`config.mk`:
```
export PLATFORM = sky130hd
export DESIGN_NAME = ccd_line_framer
export DESIGN_NICKNAME = d
export VERILOG_FILES = /design/src/rtl/ccd_framer_pkg.sv /design/src/rtl/ccd_slot_tracker.sv /design/src/rtl/ccd_black_channel.sv /design/src/rtl/ccd_line_framer.sv
export SDC_FILE = /design/constraint.sdc
export NUM_CORES = 1
export LEC_CHECK = 0
export CORE_AREA = 4 4 236 238
export CTS_BUF_LIST = sky130_fd_sc_hd__clkbuf_4
export DETAILED_ROUTE_END_ITERATION = 6
export DIE_AREA = 0 0 240 242
export DONT_BUFFER_PORTS = 1
export GPL_TIMING_DRIVEN = 0
export SLEW_MARGIN = 20
export SYNTH_ARGS = -nofsm -noshare
export SYNTH_HDL_FRONTEND = slang
export SYNTH_SLANG_ARGS = --single-unit
```
`constraint.sdc`:
```
create_clock -name clk -period 7.05 [get_ports clk]
set_clock_uncertainty 0.15 [all_clocks]
set_input_delay 1.41 -clock clk [delete_from_list [all_inputs] [get_ports clk]]
set_output_delay 1.41 -clock clk [all_outputs]
set_load 0.02 [all_outputs]
```
`src/rtl/ccd_framer_pkg.sv`:
```
package ccd_framer_pkg;

    localparam int NUM_CHANNELS = 3;

    typedef enum logic [1:0] {
        KIND_DUMMY = 2'd0,
        KIND_BLACK = 2'd1,
        KIND_PIXEL = 2'd2
    } slot_kind_e;

    // Classification of the sample set presented in the current cycle.
    typedef struct packed {
        logic       take;        // sample belongs to a line
        logic       restart;     // sample is slot 1
        logic       abort;       // previous line was cut short
        slot_kind_e kind;
        logic       first;       // first image pixel
        logic       last;        // last image pixel
        logic       latch_mean;  // black sum is complete, latch average
    } slot_tag_t;

    // Output-side framing flags.
    typedef struct packed {
        logic valid;
        logic sol;
        logic eol;
        logic err;
    } beat_flags_t;

    // Reciprocal rounded upward, so that exact halves still round up
    // after the fixed-point multiply.
    function automatic int unsigned recip_ceil(input int unsigned count,
                                               input int unsigned shift);
        return ((32'd1 << shift) + count - 32'd1) / count;
    endfunction

endpackage

```
`src/rtl/ccd_slot_tracker.sv`:
```
module ccd_slot_tracker
    import ccd_framer_pkg::*;
#(
    parameter int SLOTS_PER_LINE = 5415,
    parameter int LEAD_DUMMIES   = 69,
    parameter int BLACK_FIRST    = 18,
    parameter int BLACK_LAST     = 67,
    parameter int PIXELS         = 5340
) (
    input  logic      clk,
    input  logic      rst,
    input  logic      in_valid,
    input  logic      line_start,
    output slot_tag_t tag
);
    localparam int SLOT_W = $clog2(SLOTS_PER_LINE + 1);
    localparam logic [SLOT_W-1:0] S_END      = SLOT_W'(SLOTS_PER_LINE);
    localparam logic [SLOT_W-1:0] S_BLK_LO   = SLOT_W'(BLACK_FIRST);
    localparam logic [SLOT_W-1:0] S_BLK_HI   = SLOT_W'(BLACK_LAST);
    localparam logic [SLOT_W-1:0] S_MEAN     = SLOT_W'(BLACK_LAST + 1);
    localparam logic [SLOT_W-1:0] S_PIX_LO   = SLOT_W'(LEAD_DUMMIES + 1);
    localparam logic [SLOT_W-1:0] S_PIX_HI   = SLOT_W'(LEAD_DUMMIES + PIXELS);

    logic [SLOT_W-1:0] slot_q;
    logic              active_q;
    logic [SLOT_W-1:0] idx;

    always_comb begin
        idx = '0;
        tag = '0;
        if (in_valid) begin
            if (line_start) begin
                idx         = SLOT_W'(1);
                tag.take    = 1'b1;
                tag.restart = 1'b1;
                tag.abort   = active_q;
            end else if (active_q) begin
                idx      = slot_q + SLOT_W'(1);
                tag.take = 1'b1;
            end
        end
        if (tag.take) begin
            if (idx >= S_BLK_LO && idx <= S_BLK_HI) begin
                tag.kind = KIND_BLACK;
            end else if (idx >= S_PIX_LO && idx <= S_PIX_HI) begin
                tag.kind = KIND_PIXEL;
            end else begin
                tag.kind = KIND_DUMMY;
            end
            tag.first      = (idx == S_PIX_LO);
            tag.last       = (idx == S_PIX_HI);
            tag.latch_mean = (idx == S_MEAN);
        end
    end

    always_ff @(posedge clk) begin
        if (rst) begin
            slot_q   <= '0;
            active_q <= 1'b0;
        end else if (tag.take) begin
            slot_q   <= idx;
            active_q <= (idx != S_END);
        end
    end

endmodule

```
`src/rtl/ccd_black_channel.sv`:
```
module ccd_black_channel #(
    parameter int SAMPLE_W    = 12,
    parameter int BLACK_COUNT = 50,
    parameter int RECIP_SHIFT = 24
) (
    input  logic                clk,
    input  logic                rst,
    input  logic                take,
    input  logic                restart,
    input  logic                is_black,
    input  logic                latch_mean,
    input  logic [SAMPLE_W-1:0] sample,
    output logic [SAMPLE_W-1:0] corrected
);
    localparam int SUM_W  = SAMPLE_W + $clog2(BLACK_COUNT + 1);
    localparam int PROD_W = SUM_W + RECIP_SHIFT + 2;
    localparam int unsigned RECIP = ccd_framer_pkg::recip_ceil(BLACK_COUNT, RECIP_SHIFT);

    logic [SUM_W-1:0]    sum_q;
    logic [SAMPLE_W-1:0] mean_q;
    logic [PROD_W-1:0]   prod;
    logic [SAMPLE_W-1:0] mean_next;

    assign prod      = PROD_W'(sum_q) * PROD_W'(RECIP) + (PROD_W'(1) << (RECIP_SHIFT - 1));
    assign mean_next = SAMPLE_W'(prod >> RECIP_SHIFT);

    always_ff @(posedge clk) begin
        if (rst) begin
            sum_q  <= '0;
            mean_q <= '0;
        end else if (take) begin
            if (restart) begin
                sum_q <= is_black ? SUM_W'(sample) : '0;
            end else if (is_black) begin
                sum_q <= sum_q + SUM_W'(sample);
            end
            if (latch_mean) begin
                mean_q <= mean_next;
            end
        end
    end

    assign corrected = (sample > mean_q) ? (sample - mean_q) : '0;

endmodule

```
`src/rtl/ccd_line_framer.sv`:
```
module ccd_line_framer
    import ccd_framer_pkg::*;
#(
    parameter int SAMPLE_W       = 12,
    parameter int SLOTS_PER_LINE = 5415,
    parameter int LEAD_DUMMIES   = 69,
    parameter int BLACK_FIRST    = 18,
    parameter int BLACK_LAST     = 67,
    parameter int PIXELS         = 5340,
    parameter int RECIP_SHIFT    = 24
) (
    input  logic                clk,
    input  logic                rst,
    input  logic                in_valid,
    input  logic                line_start,
    input  logic [SAMPLE_W-1:0] in_r,
    input  logic [SAMPLE_W-1:0] in_g,
    input  logic [SAMPLE_W-1:0] in_b,
    output logic                out_valid,
    output logic                out_sol,
    output logic                out_eol,
    output logic [SAMPLE_W-1:0] out_r,
    output logic [SAMPLE_W-1:0] out_g,
    output logic [SAMPLE_W-1:0] out_b,
    output logic                line_err
);
    localparam int BLACK_COUNT = BLACK_LAST - BLACK_FIRST + 1;

    slot_tag_t           tag;
    beat_flags_t         flags_q;
    logic [SAMPLE_W-1:0] chan_in   [NUM_CHANNELS];
    logic [SAMPLE_W-1:0] chan_corr [NUM_CHANNELS];
    logic [SAMPLE_W-1:0] chan_q    [NUM_CHANNELS];
    logic                is_pixel;

    assign chan_in[0] = in_r;
    assign chan_in[1] = in_g;
    assign chan_in[2] = in_b;

    ccd_slot_tracker #(
        .SLOTS_PER_LINE (SLOTS_PER_LINE),
        .LEAD_DUMMIES   (LEAD_DUMMIES),
        .BLACK_FIRST    (BLACK_FIRST),
        .BLACK_LAST     (BLACK_LAST),
        .PIXELS         (PIXELS)
    ) tracker_i (
        .clk        (clk),
        .rst        (rst),
        .in_valid   (in_valid),
        .line_start (line_start),
        .tag        (tag)
    );

    assign is_pixel = tag.take && (tag.kind == KIND_PIXEL);

    for (genvar c = 0; c < NUM_CHANNELS; c++) begin : g_chan
        ccd_black_channel #(
            .SAMPLE_W    (SAMPLE_W),
            .BLACK_COUNT (BLACK_COUNT),
            .RECIP_SHIFT (RECIP_SHIFT)
        ) black_i (
            .clk        (clk),
            .rst        (rst),
            .take       (tag.take),
            .restart    (tag.restart),
            .is_black   (tag.kind == KIND_BLACK),
            .latch_mean (tag.latch_mean),
            .sample     (chan_in[c]),
            .corrected  (chan_corr[c])
        );

        always_ff @(posedge clk) begin
            if (rst) begin
                chan_q[c] <= '0;
            end else begin
                chan_q[c] <= is_pixel ? chan_corr[c] : '0;
            end
        end
    end

    always_ff @(posedge clk) begin
        if (rst) begin
            flags_q <= '0;
        end else begin
            flags_q.valid <= is_pixel;
            flags_q.sol   <= is_pixel && tag.first;
            flags_q.eol   <= is_pixel && tag.last;
            flags_q.err   <= tag.abort;
        end
    end

    assign out_valid = flags_q.valid;
    assign out_sol   = flags_q.sol;
    assign out_eol   = flags_q.eol;
    assign line_err  = flags_q.err;
    assign out_r     = chan_q[0];
    assign out_g     = chan_q[1];
    assign out_b     = chan_q[2];

endmodule

```
---- After elaboration in Yosys (flattened, before gate mapping) ----
Memory sizes are Yosys's and may differ from the RTL's.
Index checks and enable logic that the tools add are counted.
storage, ports and cells
  memories ................................ 1
  output and inout port bits .............. 40
  register bits after elaboration ......... 108
  ROM bits ................................ 0
  bits in latches ......................... 0
  input port bits ......................... 40
  logic and storage cells ................. 84
  RAM bits ................................ 36
memory list
  name    depth  width  read ports  clocked after memory_dff  wr ports  line                   RTL
  chan_q  3      12     3           0                         3         ccd_line_framer.sv:33  logic [SAMPLE_W-1:0] chan_q [NUM_CHANNELS];
cells by class
  shift-type cells ........................ 0
  magnitude comparators ................... 7
  multiply operators ...................... 3
  bitwise gates (word level) .............. 5
  mux-type cells .......................... 31
  $add $sub $neg .......................... 10
  equal/unequal tests ..................... 6
  div/mod/pow operators ................... 0
  reduce and logical (&&, ||, !) cells .... 9
operators by type and width
  cell                                                                 count
  two-way mux 12 bit                                                   12
  adder 36 x 24 -> 36 bit (second input constant)                      3
  multiplier 18 x 19 -> 36 bit (second input constant)                 3
  two-way mux 18 bit                                                   6
  adder 18 x 12 -> 18 bit                                              3
  two-way mux 13 bit                                                   3
  > comparator 12 bit                                                  3
  subtractor 12 bit                                                    3
  equality test 13 x 7 -> 1 bit (second input constant)                2
  adder 13 x 1 -> 13 bit (second input constant)                       1
  equality test 13 bit (second input constant)                         1
  greater-or-equal comparator 13 x 5 -> 1 bit (second input constant)  1
  greater-or-equal comparator 13 x 7 -> 1 bit (second input constant)  1
  less-or-equal comparator 13 bit (second input constant)              1
  less-or-equal comparator 13 x 7 -> 1 bit (second input constant)     1
  inequality test 13 bit (second input constant)                       1
  two-way mux 2 bit                                                    3
  logical AND 1 bit                                                    5
  two-way mux 1 bit                                                    5
  two-way mux 5 bit                                                    1
  AND reduction 2 bit                                                  2
  two-way mux 3 bit                                                    1
  OR 1 bit                                                             3
  OR reduction 3 bit                                                   1
  4 further kinds                                                      5

---- Longest topological paths before layout ----
  word-level depth ........................ 13
  mapped depth ............................ 23

---- Hierarchy ----
Synthesis repeated with hierarchy kept, for this count alone.
unflattened totals
  cell total of the unflattened synthesis .. 3122
  area, all modules ....................... 27889.2 um^2
by module, submodules not included
  module                                  area each (um^2)  instances  cells each  sequential area each (um^2)
  ccd_black_channel at g_chan[2].black_i  8546.9            1          961         600.6
  ccd_black_channel at g_chan[0].black_i  8426.8            1          939         600.6
  ccd_black_channel at g_chan[1].black_i  8311.7            1          925         600.6
  ccd_slot_tracker                        1511.4            1          212         280.3
  ccd_line_framer                         1092.3            1          85          800.8

---- Worst setup path before layout ----
OpenSTA, ideal clock, no wires.
  kind .................................... flip-flop to flip-flop
  start ................................... register g_chan[1].black_i.sum_q[3]
  end ..................................... register g_chan[1].black_i.mean_q[9]
  slack ................................... 1.017 ns
  arrival time ............................ 5.752 ns
  buffers on the path ..................... 0
  cell stages (with the launch flop) ...... 22
  cell sequence ........................... dfxtp_1 fa_1 inv_1 fa_1 fa_1 inv_1 fa_1 fa_1 inv_1 fa_1 inv_1 ha_1 nand3_1 nor3_1 o311a_1 a211oi_1 o211a_1 o31ai_1 o21ai_0 nor2b_1 xor2_1 o31ai_1
between the ends
  longest elaborated chain between the ends .. 2
ends and longest elaborated chain
  what                          line                     RTL
  start: declaration            ccd_black_channel.sv:19  logic [SUM_W-1:0] sum_q;
  start signal: assignment      ccd_black_channel.sv:33  sum_q <= is_black ? SUM_W'(sample) : '0;
  start signal: assignment      ccd_black_channel.sv:35  sum_q <= sum_q + SUM_W'(sample);
  multiplier 18 x 19 -> 36 bit  ccd_black_channel.sv:24  assign prod = PROD_W'(sum_q) * PROD_W'(RECIP) + (PROD_W'(1) << (RECIP_SHIFT - 1));
  adder 36 x 24 -> 36 bit       ccd_black_channel.sv:24
  end signal: assignment        ccd_black_channel.sv:38  mean_q <= mean_next;
  end: declaration              ccd_black_channel.sv:20  logic [SAMPLE_W-1:0] mean_q;
Every way passes these cells.
A chain may end at the register's enable or synchronous reset.

---- Worst setup path in the final report ----
  start ................................... register g_chan[2].black_i.sum_q[15]
  end ..................................... register g_chan[2].black_i.mean_q[9]
between the ends
  longest elaborated chain between the ends .. 2
ends and longest elaborated chain
  what                          line
  start: declaration            ccd_black_channel.sv:19
  start signal: assignment      ccd_black_channel.sv:33
  start signal: assignment      ccd_black_channel.sv:35
  multiplier 18 x 19 -> 36 bit  ccd_black_channel.sv:24
  adder 36 x 24 -> 36 bit       ccd_black_channel.sv:24
  end signal: assignment        ccd_black_channel.sv:38
  end: declaration              ccd_black_channel.sv:20
Every way passes these cells.

==> results.py <==
metrics = {
    "floorplan": {
        "core_sq_um": 53600,
        "ios": 80,
        "dieHeight_um": 242,
        "start_util_pct": 48.6,
        "rows": 85,
        "die_x_um": 240,
        "die-area_sq_um": 58100,
    },
    "global_route": {
        "grt_usage_pct": 23.3,
        "antenna_found_initial": 2,
        "grt_pass1_vias": 20115,
        "grt_max_degree": 17,
        "gr-total-overflow": 0,
        "grt_pass1_wl_mm": 107,
    },
    "pwr": {
        "leakagePower_nw": 15.3,
        "worst_ir_drop_vdd_mv": 0.0771,
        "power.density_nw_per_um2": 58.5,
    },
    "cts": {
        "cts_sinks": 144,
        "cts_tree": "done",
        "ctsHtreeMaxLevel": 4,
        "path_clk_slew_ns": 0.15,
        "root_buffer": "clkbuf_4",
        "clk_latency_ns": 0.65,
        "cts_buffers": 17,
        "postCtsSetupBuffers": 0,
        "post_cts_resized": 1,
        "postCtsHoldBufs": 0,
        "cts_buffer_depth": 2,
    },
    "detailed_routing": {
        "dr_wl_met2_mm": 32.0,
        "drt-initial-drc-count": 858,
        "wire_per_inst_um": 18.3,
        "vias": 18853,
        "dr.pass1.iters": 5,
        "highest_layer": "met4",
        "met3_length_mm": 2.87,
        "vias_per_cell": 5.25,
        "drcViolationCount": 0,
        "wl_met1_mm": 29.3,
        "drt-total-wl_mm": 65.9,
        "ant_nets": 0,
    },
    "critical_path": {
        "reg2reg_setup_slack_ns": 0.33,
        "max_stage_delay_ns": 0.69,
        "criticalPathCategory": "reg2reg",
        "reg2regPathDepth": 19,
        "cp_cell_sequence": "fa_1 -> fa_1 -> fa_1 -> fa_1 -> fa_1 -> inv_1 -> fa_1 -> inv_1 -> ha_1 -> and3_1 -> and3_1 -> nand2_1 -> nor4_1 -> o21ai_0 -> nand4_1 -> a221o_1 -> a21oi_1 -> or4_1 -> o311ai_1",
        "required_ns": 7.42,
        "r2r-start": "g_chan[2].black_i.sum_q[15]",
        "critPathLaunchType": "register",
        "cp_max_fo": 8,
        "cp_slowest_cell": "dfxtp_1",
        "rr_endpoint": "g_chan[2].black_i.mean_q[9]",
        "end_kind": "register",
        "critPathLaunch": "g_chan[2].black_i.sum_q[15]",
        "arrival_ns": 7.09,
        "crit_end": "g_chan[2].black_i.mean_q[9]",
        "cp_common_cell": "fa_1",
    },
    "sta": {
        "worstMarginPinSlew_ns": 1.13,
        "max_freq_ghz": 0.149,
        "finalCritPeriodShare_pct": 95.3,
        "fin_crit_ns": 6.72,
        "fin_ws_ns": 0.332,
        "slew_violations": 0,
        "hold_violations": 0,
        "report.final.setup_viol": 0,
        "rsz0062_at_grt": "no",
        "max_slew_margin_pct": 24.5,
    },
    "placed_design": {
        "io_buffers": 0,
        "place_congestion": 0.947,
        "dpl_cell_area_sq_um": 26900,
        "dpl_worst_slack_ns": -0.0969,
        "hpwl_mm": 57.5,
    },
    "synth": {
        "yosys-top-cells-area": "fa_1, ha_1, dfxtp_1, inv_1, a21oi_1",
        "synth_top_family_by_area": "adder cells",
        "synth_compound_area_share_pct": 9.10,
        "synth_edf_count": 0,
        "syn-num-nets": 3831,
        "synth-async-reset-ratio_pct": 0,
        "yosysTopAreaCellShare_pct": 27.7,
        "synth_top_area_cell": "fa_1",
        "synth_common_cells": "inv_1, ha_1, fa_1",
        "synthAdderAreaFrac_pct": 55.0,
        "syn_avg_cell_area_sq_um": 9.10,
        "synth_xor_xnor_area_share_pct": 3.16,
        "synthCells": 2863,
        "seq_area_frac_synth_pct": 11.1,
        "yosys_warnings": 0,
        "synth.distinct_cells": 73,
        "yosysMostFrequentCell": "inv_1",
        "yosys.area_share.simple_pct": 9.60,
        "ys.flop_type": "dfxtp_1",
        "ys_ff_latch": 144,
        "syn-cell-area_sq_um": 26000,
        "synthMuxAreaShare_pct": 0.466,
    },
    "finish": {
        "fillCellCount": 5153,
        "multiInputGateArea_sq_um": 20200,
        "syn2layout_area_growth_pct": 4.77,
        "postLayoutCellArea_sq_um": 27300,
        "nNetsFinal": 3850,
        "drive_above_1_share_pct": 2.94,
        "seq_area_sq_um": 2900,
    },
    "min_path": {
        "hp-class": "reg2reg",
    },
    "run_status": {
        "status": "finished clean",
    },
    "run": {
        "drv_cap": 0,
    },
}
-- sequential cells by signal, indices dropped and copies added, names as in the netlist --
name and count:
chan_q 36, g_chan.black_i.mean_q 36, g_chan.black_i.sum_q 54, line_err 1, out_eol 1, out_sol 1
out_valid 1, tracker_i.active_q 1, tracker_i.slot_q 13
-- where the power goes --
| part | switching [mW] | total, mW | internal, mW |
|---|---|---|---|
| combinational | 0.0882 | 0.140 | 0.0522 |
| clock | 0.410 | 0.640 | 0.229 |
| sequential | 0.00102 | 0.816 | 0.815 |
-- worst max-delay path, delay by kind of cell (launching register included) --
kind / cells / cell delay (ns)
compound gates: 4 / 0.75
fa+ha+maj: 7 / 3.20
buf+inv: 2 / 0.09
flops: 1 / 0.69
simple gates: 6 / 1.73
-- stage by stage --
stage	setup TNS, ns	cells	util [%]	hold slack (ns)	total power, mW
CTS	0	3591	50.8	0.314	1.62
finish	0	3592	50.9	0.320	1.60
global route	0	3592	50.9	0.329	1.66
detailed placement	-0.154	3559	50.2	0.297	0.972
floorplan	0	2863	-	0.275	0.935
global placement	-0.0199	3559	50.2	0.290	0.969
-- layer usage --
layer  global-route usage, %  vias up
li1                        -     9206
met1                    30.6     9213
met2                    39.9      339
met3                    4.04       95
met4                    6.11        0
met5                       0        -
-- kinds of logic after synthesis --
kind of cell | after synthesis
AND/OR/NAND/NOR | 506
XOR/XNOR | 94
AO/OA/AOI/OAI | 378
buffers and inverters | 801
flip-flops | 144
multiplexers | 12
adder cells (fa/ha/maj) | 928
-- worst min-delay path by stage --
stage,startpoint,to,cells past startpoint
after floorplan,g_chan[0].black_i.mean_q[11],g_chan[0].black_i.mean_q[11],2
final,g_chan[2].black_i.mean_q[3],g_chan[2].black_i.mean_q[3],2
after global placement,g_chan[0].black_i.mean_q[2],g_chan[0].black_i.mean_q[2],2
after global routing,g_chan[0].black_i.mean_q[2],g_chan[0].black_i.mean_q[2],2
after CTS,g_chan[0].black_i.mean_q[2],g_chan[0].black_i.mean_q[2],2
after detailed placement,g_chan[0].black_i.mean_q[2],g_chan[0].black_i.mean_q[2],2
-- cells in the final DEF, fill, tap and decap left out, drive strengths merged, types with 4 or more instances in the layout --
| cell | count |
|---|---|
| a31o | 4 |
| a311oi | 6 |
| nor3 | 33 |
| o21a | 10 |
| a2111oi | 5 |
| nor4 | 9 |
| fa | 360 |
| and3 | 14 |
| nand3 | 37 |
| a21oi | 138 |
| o31ai | 12 |
| a211oi | 18 |
| xor2 | 28 |
| or3 | 16 |
| nand2 | 115 |
| or4 | 7 |
| a31oi | 8 |
| xnor2 | 66 |
| nand2b | 19 |
| clkinv | 5 |
| and2 | 7 |
| nand4 | 18 |
| inv | 762 |
| nand3b | 4 |
| clkbuf | 44 |
| o311ai | 8 |
| o2111ai | 5 |
| a21o | 32 |
| nor2 | 164 |
| or2 | 13 |
| nor3b | 8 |
| mux2i | 11 |
| dfxtp | 144 |
| a21boi | 15 |
| o21bai | 6 |
| nor2b | 30 |
| buf | 20 |
| o21ai | 77 |
| and4 | 5 |
| ha | 568 |
-- cell type report --
cell class	count	share of cell area, %
well taps	696	3.19
plain buffers	47	0.743
clock inverters	15	0.697
clock buffers	17	0.468
flip-flops and latches	144	10.6
inverters	754	10.4
multi-input cells	1918	73.9
diodes	1	0.00917
Note: power is estimated with default switching activity, not from simulation.
